===== config.mk =====
export PLATFORM = sky130hd
export DESIGN_NAME = clock_victim_picker
export DESIGN_NICKNAME = d
export VERILOG_FILES = /design/src/rtl/clkrep_pkg.sv /design/src/rtl/clkrep_hand.sv /design/src/rtl/clkrep_ref_bits.sv /design/src/rtl/clkrep_sweep.sv /design/src/rtl/clock_victim_picker.sv
export SDC_FILE = /design/constraint.sdc
export NUM_CORES = 1
export LEC_CHECK = 0
export ABC_AREA = 1
export BUFFER_PORTS_ARGS = -buffer_cell sky130_fd_sc_hd__buf_4
export CAP_MARGIN = 20
export CORE_ASPECT_RATIO = 0.8
export CORE_MARGIN = 5
export CORE_UTILIZATION = 45
export CTS_BUF_LIST = sky130_fd_sc_hd__clkbuf_4 sky130_fd_sc_hd__clkbuf_8 sky130_fd_sc_hd__clkbuf_16
export DETAILED_ROUTE_END_ITERATION = 6
export PLACE_DENSITY = 0.72
export SETUP_SLACK_MARGIN = 0.1
export SKIP_LAST_GASP = 1
export SLEW_MARGIN = 15
export SYNTH_ARGS = -nofsm -noshare
export SYNTH_HDL_FRONTEND = slang
export SYNTH_SLANG_ARGS = --single-unit
export TNS_END_PERCENT = 30

===== constraint.sdc =====
create_clock -name clk -period 2.5 [get_ports clk]
set_clock_uncertainty 0.1 [all_clocks]
set_input_delay 0.5 -clock clk [delete_from_list [all_inputs] [get_ports clk]]
set_output_delay 0.5 -clock clk [all_outputs]
set_load 0.01 [all_outputs]

===== src/rtl/clkrep_pkg.sv =====
// Package: shared types for the clock replacement selector.
// Assumes nothing beyond a single clock domain.
package clkrep_pkg;

    // Sweep controller state encoding
    typedef enum logic [0:0] {
        SW_IDLE   = 1'b0,
        SW_SEARCH = 1'b1
    } sweep_state_e;

endpackage


===== src/rtl/clkrep_hand.sv =====
// Module: circular hand pointer.
// Holds the index of the next candidate frame and advances it by one,
// wrapping at N-1. Also presents the index just behind the hand.
// Assumes N >= 2.
module clkrep_hand #(
    parameter int N  = 8,
    parameter int IW = $clog2(N)
) (
    input  logic          clk,
    input  logic          rst_n,
    input  logic          step,
    output logic [IW-1:0] hand_q,
    output logic [IW-1:0] behind
);
    localparam logic [IW-1:0] LAST = IW'(N - 1);

    // Purpose: advance the hand by one frame per step, wrapping around
    always_ff @(posedge clk) begin
        if (!rst_n) begin
            hand_q <= '0;
        end else if (step) begin
            hand_q <= (hand_q == LAST) ? '0 : hand_q + 1'b1;
        end
    end

    // Purpose: index of the frame one position behind the hand
    always_comb begin
        behind = (hand_q == '0) ? LAST : hand_q - 1'b1;
    end
endmodule


===== src/rtl/clkrep_ref_bits.sv =====
// Module: referenced-flag array, one flag per frame.
// Set sources: translator strobe, fill of the frame behind the hand.
// Clear source: the sweep passing the frame under the hand.
// A set in the same cycle as a clear wins.
module clkrep_ref_bits #(
    parameter int N  = 8,
    parameter int IW = $clog2(N)
) (
    input  logic          clk,
    input  logic          rst_n,
    input  logic [N-1:0]  ref_strobe,
    input  logic          fill_en,
    input  logic [IW-1:0] behind,
    input  logic          clear_en,
    input  logic [IW-1:0] hand,
    output logic [N-1:0]  ref_q,
    output logic          cur_bit
);
    for (genvar i = 0; i < N; i++) begin : g_frame
        logic set_i;
        logic clr_i;

        // Purpose: decode set and clear requests for this frame
        always_comb begin
            set_i = ref_strobe[i] | (fill_en && (behind == IW'(i)));
            clr_i = clear_en && (hand == IW'(i));
        end

        // Purpose: hold the flag; set has priority over clear
        always_ff @(posedge clk) begin
            if (!rst_n) begin
                ref_q[i] <= 1'b0;
            end else if (set_i) begin
                ref_q[i] <= 1'b1;
            end else if (clr_i) begin
                ref_q[i] <= 1'b0;
            end
        end
    end

    // Purpose: flag of the frame currently under the hand
    always_comb begin
        cur_bit = ref_q[hand];
    end
endmodule


===== src/rtl/clkrep_sweep.sv =====
// Module: sweep controller.
// Accepts a request only when idle. While searching, each cycle it either
// clears the flagged frame under the hand or selects the unflagged one.
// The hand steps on every search cycle, so it ends one past the victim.
module clkrep_sweep #(
    parameter int N  = 8,
    parameter int IW = $clog2(N)
) (
    input  logic          clk,
    input  logic          rst_n,
    input  logic          victim_req,
    input  logic          cur_bit,
    input  logic [IW-1:0] hand,
    output logic          step,
    output logic          clear_en,
    output logic [IW-1:0] victim_idx,
    output logic          victim_done
);
    import clkrep_pkg::*;

    sweep_state_e state_q;

    // Purpose: state, victim index and done pulse registers
    always_ff @(posedge clk) begin
        if (!rst_n) begin
            state_q     <= SW_IDLE;
            victim_idx  <= '0;
            victim_done <= 1'b0;
        end else begin
            victim_done <= 1'b0;
            case (state_q)
                SW_IDLE: begin
                    if (victim_req) state_q <= SW_SEARCH;
                end
                SW_SEARCH: begin
                    if (!cur_bit) begin
                        victim_idx  <= hand;
                        victim_done <= 1'b1;
                        state_q     <= SW_IDLE;
                    end
                end
                default: state_q <= SW_IDLE;
            endcase
        end
    end

    // Purpose: per-cycle hand step and flag clear while searching
    always_comb begin
        step     = (state_q == SW_SEARCH);
        clear_en = (state_q == SW_SEARCH) && cur_bit;
    end
endmodule


===== src/rtl/clock_victim_picker.sv =====
// Module: clock (second-chance) victim selector, top level.
// Wires the hand pointer, the flag array and the sweep controller.
// Assumes a single clock and a synchronous active-low reset.
module clock_victim_picker #(
    parameter int N  = 8,
    parameter int IW = $clog2(N)
) (
    input  logic          clk,
    input  logic          rst_n,
    input  logic [N-1:0]  ref_strobe,
    input  logic          victim_req,
    input  logic          fill_en,
    output logic [IW-1:0] victim_idx,
    output logic          victim_done
);
    logic [IW-1:0] hand_q;
    logic [IW-1:0] behind;
    logic [N-1:0]  ref_q;
    logic          cur_bit;
    logic          step;
    logic          clear_en;

    clkrep_hand #(.N(N), .IW(IW)) u_hand (
        .clk    (clk),
        .rst_n  (rst_n),
        .step   (step),
        .hand_q (hand_q),
        .behind (behind)
    );

    clkrep_ref_bits #(.N(N), .IW(IW)) u_bits (
        .clk        (clk),
        .rst_n      (rst_n),
        .ref_strobe (ref_strobe),
        .fill_en    (fill_en),
        .behind     (behind),
        .clear_en   (clear_en),
        .hand       (hand_q),
        .ref_q      (ref_q),
        .cur_bit    (cur_bit)
    );

    clkrep_sweep #(.N(N), .IW(IW)) u_sweep (
        .clk         (clk),
        .rst_n       (rst_n),
        .victim_req  (victim_req),
        .cur_bit     (cur_bit),
        .hand        (hand_q),
        .step        (step),
        .clear_en    (clear_en),
        .victim_idx  (victim_idx),
        .victim_done (victim_done)
    );
endmodule


==> impl_metrics.ini <==
[timing]
drv_slew = 0
clock.fmax_mhz = 543
relSlewSlack_pct = 58.9
rsz0062_at_grt = no
fin_crit_sh_pct = 73.7
setup_viol = 0
hold_viol = 0
fin_crit_ns = 1.84
worst_pin_slew_ns = 0.616
tns_ns = 0

[cells_and_area]
layout_commonest_cell = nand2_1
nets = 161
drive_above_1_share_pct = 24.8
final_cell_mix = 25 x nand2_1, 18 x a21oi_1, 16 x dfxtp_1
area_delta_synth_final_pct = 13.7
n_fill_cell = 199
final_util_pct = 52.7
antenna_cells = 0

[worst_setup_path]
cp_max_fo = 13
path_class = flop to flop
reg2reg_to = u_bits.ref_q[2]
r2r_cells = 9
r2r_setup_slack_ns = 0.66
crit_arrival_ns = 1.97
required_ns = 2.63
cp-end-kind = flop
reg2reg_from = u_hand.hand_q[0]
startpoint_type = flop

[place]
portBuffers = 15
hpwl_mm = 1.58
gp_congestion = 0.830

[detailed_routing]
drt_pre_antenna_iters = 4
drt_iter0_drc = 21
ant_nets = 0
route.detailed.drc = 0
viasPerCell = 5.17
vias = 859
routed_wl_mm = 2.02
wire_per_inst_um = 12.2

[clocking]
cts-htree-levels = 1
cts_tree = yes
cts-root-buf = clkbuf_4
cts_resized = 0
cts_setup_buffers = 0
cts_buffer_depth = 2
ctsHoldBuffers = 0
insertion_delay_ns = 0.29
cts_buffers = 3
cts.sinks = 16
clk_pin_slew_worst_paths_ns = 0.10

[global_routing]
grt_max_degree = 18
track_usage_pct = 15.4
antenna_found_initial = 0
grt_pass1_vias = 838
grt_pass1_wl_mm = 3.63
grt_overflow = 0

[synthesis]
synth_compound_area_share_pct = 13.7
synth_top_family_by_area = simple AND/OR/NAND/NOR gates
yosysWarningCount = 0
synthCells = 127
yosys.area_share.simple_pct = 32.6
synth_area_leaders = dfxtp_1 33%, nand2_1 9.6%, a21oi_1 9.2%, ha_1 9.0%, nand4_1 5.1%
syn_nets = 146
yosysSeqAreaShare_pct = 32.9
synth_xor_area_share_pct = 0
synth_area_um2 = 975
syn_area_per_cell_um2 = 7.67
synth_fa_ha_area_share_pct = 8.99
synth.distinct_cells = 27
ys_ff_latch = 16
synth.mux.area_fraction_pct = 0
synth_largest_area_cell = dfxtp_1
netlist.area_leader.share_pct = 32.9

[die]
dieArea_um2 = 3200
initial_core_util_pct = 46.4
ios = 16
row_count = 15
fp.dieW_um = 62.0
core_um2 = 2100
die_h_um = 51.6

[pwr]
switching_share_pct = 32.5
peakVddDrop_mv = 0.327
p_leak_nw = 0.533
p_int_w = 0.000425
comb_power_share_pct = 24.5
p_clk_share_pct = 27.2
power.switching_w = 0.000205
power_per_cell_area_nw_per_um2 = 569
seqPwrFrac_pct = 48.3

[hold_path]
holdCritPathClass = primary input to flop
hold_depth = 3
hold_path_startpoint = victim_req
whs_endpoint = u_sweep.step

[run]
maxCapViolCount = 0

[run_status]
outcome = finished, final reports clean
## per-layer routing
layer,up-vias,part of all wire (%),global-route usage [%],wire [um]
met2,13,47,23.1,956
met4,0,1.9,7.42,38
met5,-,0,0,0
met3,4,3.7,2.98,75
li1,444,-,-,-
met1,398,47,20.8,952
## worst max-delay path by stage
stage / start / end / slack [ns]
floorplan: u_hand.hand_q[0] / u_bits.ref_q[0] / 0.99
global placement: u_hand.hand_q[0] / u_bits.ref_q[2] / 0.74
detailed placement: u_hand.hand_q[0] / u_bits.ref_q[7] / 0.70
CTS: u_hand.hand_q[0] / u_bits.ref_q[2] / 0.68
global route: u_hand.hand_q[0] / u_bits.ref_q[2] / 0.46
finish: u_hand.hand_q[0] / u_bits.ref_q[2] / 0.66
## power by group through the flow
stage / clock (W) / sequential (W) / combinational, W
floorplan: 0 / 0.000291 / 0.000140
global placement: 0 / 0.000309 / 0.000149
detailed placement: 0 / 0.000310 / 0.000154
CTS: 0.000174 / 0.000304 / 0.000155
global route: 0.000188 / 0.000309 / 0.000173
finish: 0.000171 / 0.000304 / 0.000154
## critical path: stages, from the launching register on
cell and delay (ns):
dfxtp_1 0.64, inv_4 0.09, ha_1 0.26, nor2_1 0.10, nand2_1 0.07, o21ai_2 0.09, inv_1 0.09, nor2_1 0.13
a21oi_1 0.08, a21oi_1 0.14
## through the flow
stage / total power [W] / instance area (um2) / hold WS (ns) / setup slack, ns / std cells
after floorplan: 0.000431 / 975 / 0.335 / 0.986 / 127
after CTS: 0.000633 / 1110 / 0.292 / 0.677 / 166
after global placement: 0.000458 / 1070 / 0.334 / 0.742 / 162
final: 0.000630 / 1110 / 0.293 / 0.658 / 166
after global routing: 0.000670 / 1110 / 0.301 / 0.457 / 166
after detailed placement: 0.000464 / 1070 / 0.341 / 0.704 / 162
## flip-flops by register name, indices dropped and copies added (netlist names)
signal	count
u_sweep.victim_done	1
u_sweep.step	1
u_bits.ref_q	8
u_sweep.victim_idx	3
u_hand.hand_q	3
## synthesized netlist by cell type
library cell and count:
clkbuf_1 1, inv_1 13, dfxtp_1 16, nor3_1 1, or2_2 1, nor2_8 1
nand3_1 6, ha_1 7, nand4_1 8, a21oi_1 18, nand3_4 1, nor2_1 7
a211oi_1 1, o21ai_2 2, or2_1 1, nand2_4 3, buf_2 1, inv_4 2
nand3_2 1, buf_6 2, nand2_1 25, o21bai_1 1, buf_8 1, nand2_2 3
o21ai_0 1, a31oi_1 1, inv_2 2
## layout make-up
type / instances / area (um2) / area share [%]
timing repair buffer: 15 / 113 / 10.2
clock buffer: 4 / 36.3 / 3.27
multi-input combinational: 89 / 539 / 48.6
inverter: 17 / 68.8 / 6.21
tap: 25 / 31.3 / 2.82
sequential: 16 / 320 / 28.9
## kinds of logic (layout without fill, tap and decap cells)
group                      count (synthesis)  count (layout)
and+or+nand+nor                           58              58
AOI/OAI and AO/OA                         24              24
buffers and inverters                     22              36
DFF                                       16              16
adders and majority gates                  7               7
Note: power is estimated with default switching activity, not from simulation.
